$ cat src/rtl/ext_irq_pkg.sv
package ext_irq_pkg;

    typedef enum logic {
        TRIG_LEVEL = 1'b0,
        TRIG_FALL  = 1'b1
    } trig_mode_e;

    // One per input: flag in the upper bit, trigger type in the lower bit.
    typedef struct packed {
        logic       flag;
        trig_mode_e mode;
    } chan_ctrl_t;

    localparam int CTRL_BITS = $bits(chan_ctrl_t);

    function automatic logic is_fall(logic prev_s, logic cur_s);
        return prev_s & ~cur_s;
    endfunction

    // Next value of the sticky edge flag; level mode keeps it empty.
    function automatic logic next_latch(trig_mode_e mode_nxt, logic fall,
                                        logic wr, logic wr_flag,
                                        logic cur_latch, logic ack);
        if (mode_nxt == TRIG_LEVEL) return 1'b0;
        if (fall)                   return 1'b1;
        if (wr)                     return wr_flag;
        return cur_latch & ~ack;
    endfunction

endpackage

$ cat src/rtl/ext_irq_sync.sv
module ext_irq_sync #(
    parameter int WIDTH  = 2,
    parameter int STAGES = 2
) (
    input  logic             clk,
    input  logic             rst,
    input  logic [WIDTH-1:0] pin_n,
    output logic [WIDTH-1:0] cur,
    output logic [WIDTH-1:0] prev
);
    // One extra stage beyond the synchronizer gives the previous sample.
    localparam int DEPTH = STAGES + 1;

    logic [DEPTH-1:0][WIDTH-1:0] chain;

    always_ff @(posedge clk) begin
        if (rst) chain <= '1;
        else     chain <= {chain[DEPTH-2:0], pin_n};
    end

    assign cur  = chain[STAGES-1];
    assign prev = chain[STAGES];
endmodule

$ cat src/rtl/ext_irq_chan.sv
module ext_irq_chan
    import ext_irq_pkg::*;
(
    input  logic       clk,
    input  logic       rst,
    input  logic       pin_cur,
    input  logic       pin_prev,
    input  logic       wr_en,
    input  chan_ctrl_t wr_val,
    input  logic       ack,
    output chan_ctrl_t ctrl,
    output logic       req
);
    trig_mode_e mode_q, mode_d;
    logic       latch_q, latch_d, fall;

    always_comb begin
        fall    = is_fall(pin_prev, pin_cur);
        mode_d  = wr_en ? wr_val.mode : mode_q;
        latch_d = next_latch(mode_d, fall, wr_en, wr_val.flag, latch_q, ack);
    end

    always_ff @(posedge clk) begin
        if (rst) begin
            mode_q  <= TRIG_LEVEL;
            latch_q <= 1'b0;
        end else begin
            mode_q  <= mode_d;
            latch_q <= latch_d;
        end
    end

    always_comb begin
        ctrl.mode = mode_q;
        ctrl.flag = (mode_q == TRIG_FALL) ? latch_q : ~pin_cur;
    end

    assign req = ctrl.flag;
endmodule

$ cat src/rtl/ext_irq_detect.sv
module ext_irq_detect
    import ext_irq_pkg::*;
#(
    parameter int N_IN        = 2,
    parameter int SYNC_STAGES = 2
) (
    input  logic                        clk,
    input  logic                        rst,
    input  logic [N_IN-1:0]             irq_pin_n,
    input  logic                        ctrl_wr_en,
    input  logic [N_IN*CTRL_BITS-1:0]   ctrl_wr_data,
    input  logic [N_IN-1:0]             irq_ack,
    output logic [N_IN*CTRL_BITS-1:0]   ctrl_rd,
    output logic [N_IN-1:0]             irq_req
);
    logic [N_IN-1:0] sync_cur, sync_prev;

    ext_irq_sync #(.WIDTH(N_IN), .STAGES(SYNC_STAGES)) u_sync (
        .clk   (clk),
        .rst   (rst),
        .pin_n (irq_pin_n),
        .cur   (sync_cur),
        .prev  (sync_prev)
    );

    for (genvar i = 0; i < N_IN; i++) begin : g_chan
        chan_ctrl_t wr_val, rd_val;
        assign wr_val = chan_ctrl_t'(ctrl_wr_data[i*CTRL_BITS +: CTRL_BITS]);

        ext_irq_chan u_chan (
            .clk      (clk),
            .rst      (rst),
            .pin_cur  (sync_cur[i]),
            .pin_prev (sync_prev[i]),
            .wr_en    (ctrl_wr_en),
            .wr_val   (wr_val),
            .ack      (irq_ack[i]),
            .ctrl     (rd_val),
            .req      (irq_req[i])
        );

        assign ctrl_rd[i*CTRL_BITS +: CTRL_BITS] = rd_val;
    end
endmodule

$ cat config.mk
export PLATFORM = sky130hd
export DESIGN_NAME = ext_irq_detect
export DESIGN_NICKNAME = d
export VERILOG_FILES = /design/src/rtl/ext_irq_pkg.sv /design/src/rtl/ext_irq_sync.sv /design/src/rtl/ext_irq_chan.sv /design/src/rtl/ext_irq_detect.sv
export SDC_FILE = /design/constraint.sdc
export NUM_CORES = 1
export LEC_CHECK = 0
export ABC_CLOCK_PERIOD_IN_PS = 2100
export BUFFER_PORTS_ARGS = -buffer_cell sky130_fd_sc_hd__buf_2
export CAP_MARGIN = 20
export CELL_PAD_IN_SITES_DETAIL_PLACEMENT = 1
export CELL_PAD_IN_SITES_GLOBAL_PLACEMENT = 2
export CORE_MARGIN = 1
export CORE_UTILIZATION = 26
export DETAILED_ROUTE_END_ITERATION = 6
export GPL_TIMING_DRIVEN = 0
export PLACE_DENSITY_LB_ADDON = 0.08
export SLEW_MARGIN = 20
export SYNTH_ARGS = -nofsm -noshare
export SYNTH_HDL_FRONTEND = slang
export SYNTH_SLANG_ARGS = --single-unit
$ cat constraint.sdc
create_clock -name clk -period 2.1 [get_ports clk]
set_input_delay 0.21 -clock clk [delete_from_list [all_inputs] [get_ports clk]]
set_output_delay 0.21 -clock clk [all_outputs]
set_load 0.005 [all_outputs]
==> metrics.txt <==
peak supply drop=276 uV; TritonCTS clock tree=done; Post-CTS Resized=0; reg-to-reg setup timing slack=1.14 ns; Final Cycle Share=0.613; Die Height=40.6 um; worst hold path cell count=2; Yosys top cell area share=0.518; Psw=76.1 uW; Routed WL per cell=10.1 um; worst hold slack=0.136 ns; Setup Viol. Count Final=0; DIE WIDTH=40.6 um; Max H-tree Level=1; R2R Path End=g_chan[1].u_chan.latch_q; Fin Clk Skew=0.000178 ns; ANT cells=0; mux contribution to synthesized area=0.0518; root buffer cell=clkbuf_4; CP max FO=4; Least-Margin Pin Slew=0.335 ns; Rows=13; Via Count=307; cells after synthesis=39; Post-CTS Setup Bufs=0; fmax=0.777 GHz; Core Area=1350 um^2; DRT Wirelength=728 um; Final Hold Viols=0; RSZ-0062 raised after global routing=false; Netlist cell types=11; largest family of logic cells by synthesized area=simple AND/OR/NAND/NOR gates; critical path arrival=1.08 ns; mapped cell area=387 um^2; initial antenna violation count=0; Design Area, Final=503 um^2; initial drt markers=3; total DRC errors in the routed layout=0; fin util=0.373; Slew Limit Fails=0; CP startpoint kind=flip-flop; CTS buffer count=3; IO Count=17; Min-Delay Endpoint=u_sync.chain[1]; clk_lat worst skew=0.25 ns; share of cells above drive strength 1=0.526; GRT Resource Usage Total=0.115; die area=1650 um^2; LEAKAGE=0.237 nW; Layout Cells excl Fill=72; CP required=1.89 ns; Net Count, Synth=50; power per cell area=723 nW/um^2; 1st-pass router iterations=3; status=finished, final reports clean; clk buf depth=2; DR vias/cell=4.26; Hold Startpoint=irq_pin_n[1]; Hold Buf Count CTS=0; cells on worst reg2reg path=2; placed cell areas=480 um^2; fillcell total=174; area leader, netlist=dfxtp_1; Synth area leaders=dfxtp_1 (52%), buf_4 (12%), or2_2 (9.7%), mux2i_1 (5.2%), a311oi_1 (4.5%); clock power share=0.338; sequential power share=0.555; largest net degree at the start of global routing=11; post-synthesis xor/xnor area fraction=0; number of antenna-violating nets in the routed design=0; Final min period=1.29 ns; setup TNS=0 ns; Synth Area per Inst=9.91 um^2; grt ovf=0; Slew headroom=0.777; P_int=288 uW; switch share=0.209; RD Place Congestion=0.521; YS warnings=0; post-synthesis compound-gate area fraction=0.0712; PortBufs=15; share of the yosys chip area belonging to registers=0.518; clk slew on worst S/H paths=0.06 ns; Worst Setup End Kind=primary output; max-cap violation count=0; area grow syn2layout=30.1%; number of global-route vias before repair=308; #FFs+latches synth=10; worst r2r src=g_chan[1].u_chan.latch_q; placed insts=69; post-synthesis simple-gate area fraction=0.233; Clock Sinks=10; Post-Synth Adder-Cell Area=0; Hold Crit Class=input pin to flip-flop; combinational share of power=0.106; Starting Density=0.286; fin nets=70; CP Class=flip-flop to primary output; first-pass GRT wire length=1.19 mm
==> placed cells by master (no fill, tap or decap), drive strengths merged <==
| master | count |
|---|---|
| nand2 | 4 |
| a311oi | 2 |
| dfxtp | 10 |
| o21ai | 2 |
| or3b | 2 |
| or2 | 6 |
| buf | 21 |
| mux2i | 2 |
| clkbuf | 4 |
| nand2b | 2 |
| nor2 | 2 |
==> layer usage <==
layer  vias up  share of wire  GRT usage
met2        12           0.49      0.194
li1        158              -          -
met5         -              0          0
met1       137           0.45      0.123
met4         0              0     0.0750
met3         0          0.059     0.0333
==> worst max-delay path by stage <==
stage | cells past startpoint | from | to | slack [ns]
final | 3 | g_chan[0].u_chan.mode_q | ctrl_rd[1] | 0.81
after global routing | 4 | g_chan[0].u_chan.mode_q | ctrl_rd[1] | 0.69
after CTS | 3 | g_chan[0].u_chan.mode_q | ctrl_rd[1] | 0.79
after detailed placement | 3 | ctrl_wr_en | g_chan[1].u_chan.latch_q | 1.06
after global placement | 3 | ctrl_wr_en | g_chan[0].u_chan.latch_q | 1.08
after floorplan | 2 | g_chan[0].u_chan.latch_q | g_chan[0].u_chan.latch_q | 1.20
==> worst max-delay path, stage by stage, from the launching register on <==
cell	delay, ns
dfxtp_1	0.33
o21ai_0	0.24
buf_4	0.16
buf_2	0.10
==> cells by family (layout without fill, tap and decap cells) <==
kind of cell | count (synthesis) | in the layout
and+or+nand+nor | 16 | 16
DFF | 10 | 10
buffers and inverters | 7 | 25
AOI/OAI and AO/OA | 4 | 4
muxes | 2 | 2
==> registers in the layout, summed over array words and instances (netlist names) <==
name / count
u_sync.cur: 2
g_chan.u_chan.mode_q: 2
u_sync.chain: 2
g_chan.u_chan.latch_q: 2
u_sync.prev: 2
==> cell usage after synthesis (all sizes together) <==
cell type / number
a311oi: 2
mux2i: 2
dfxtp: 10
clkbuf: 1
nand2b: 2
buf: 6
nand2: 4
o21ai: 2
nor2: 2
or3b: 2
or2: 6
==> power by group through the flow <==
stage                     clock network, mW  logic (mW)  registers [mW]
final                                 0.123      0.0387           0.202
after global routing                  0.139      0.0445           0.203
after CTS                             0.131      0.0397           0.202
after detailed placement                  0      0.0396           0.206
after global placement                    0      0.0378           0.206
after floorplan                           0      0.0222           0.205
==> layout make-up <==
type | count | area [um^2] | share of cell area
Buffer | 7 | 48.8 | 0.0970
Clock buffer | 3 | 22.5 | 0.0448
Multi-Input combinational cell | 22 | 138 | 0.274
Sequential cell | 10 | 200 | 0.398
Tap cell | 15 | 18.8 | 0.0373
Timing Repair Buffer | 15 | 75.1 | 0.149
==> per-stage QoR <==
stage | power (mW) | worst slack [ns]
finish | 0.364 | 0.814
global route | 0.387 | 0.691
CTS | 0.373 | 0.791
detailed placement | 0.246 | 1.06
global placement | 0.244 | 1.08
floorplan | 0.227 | 1.20
(Power assumes the default switching activity.)
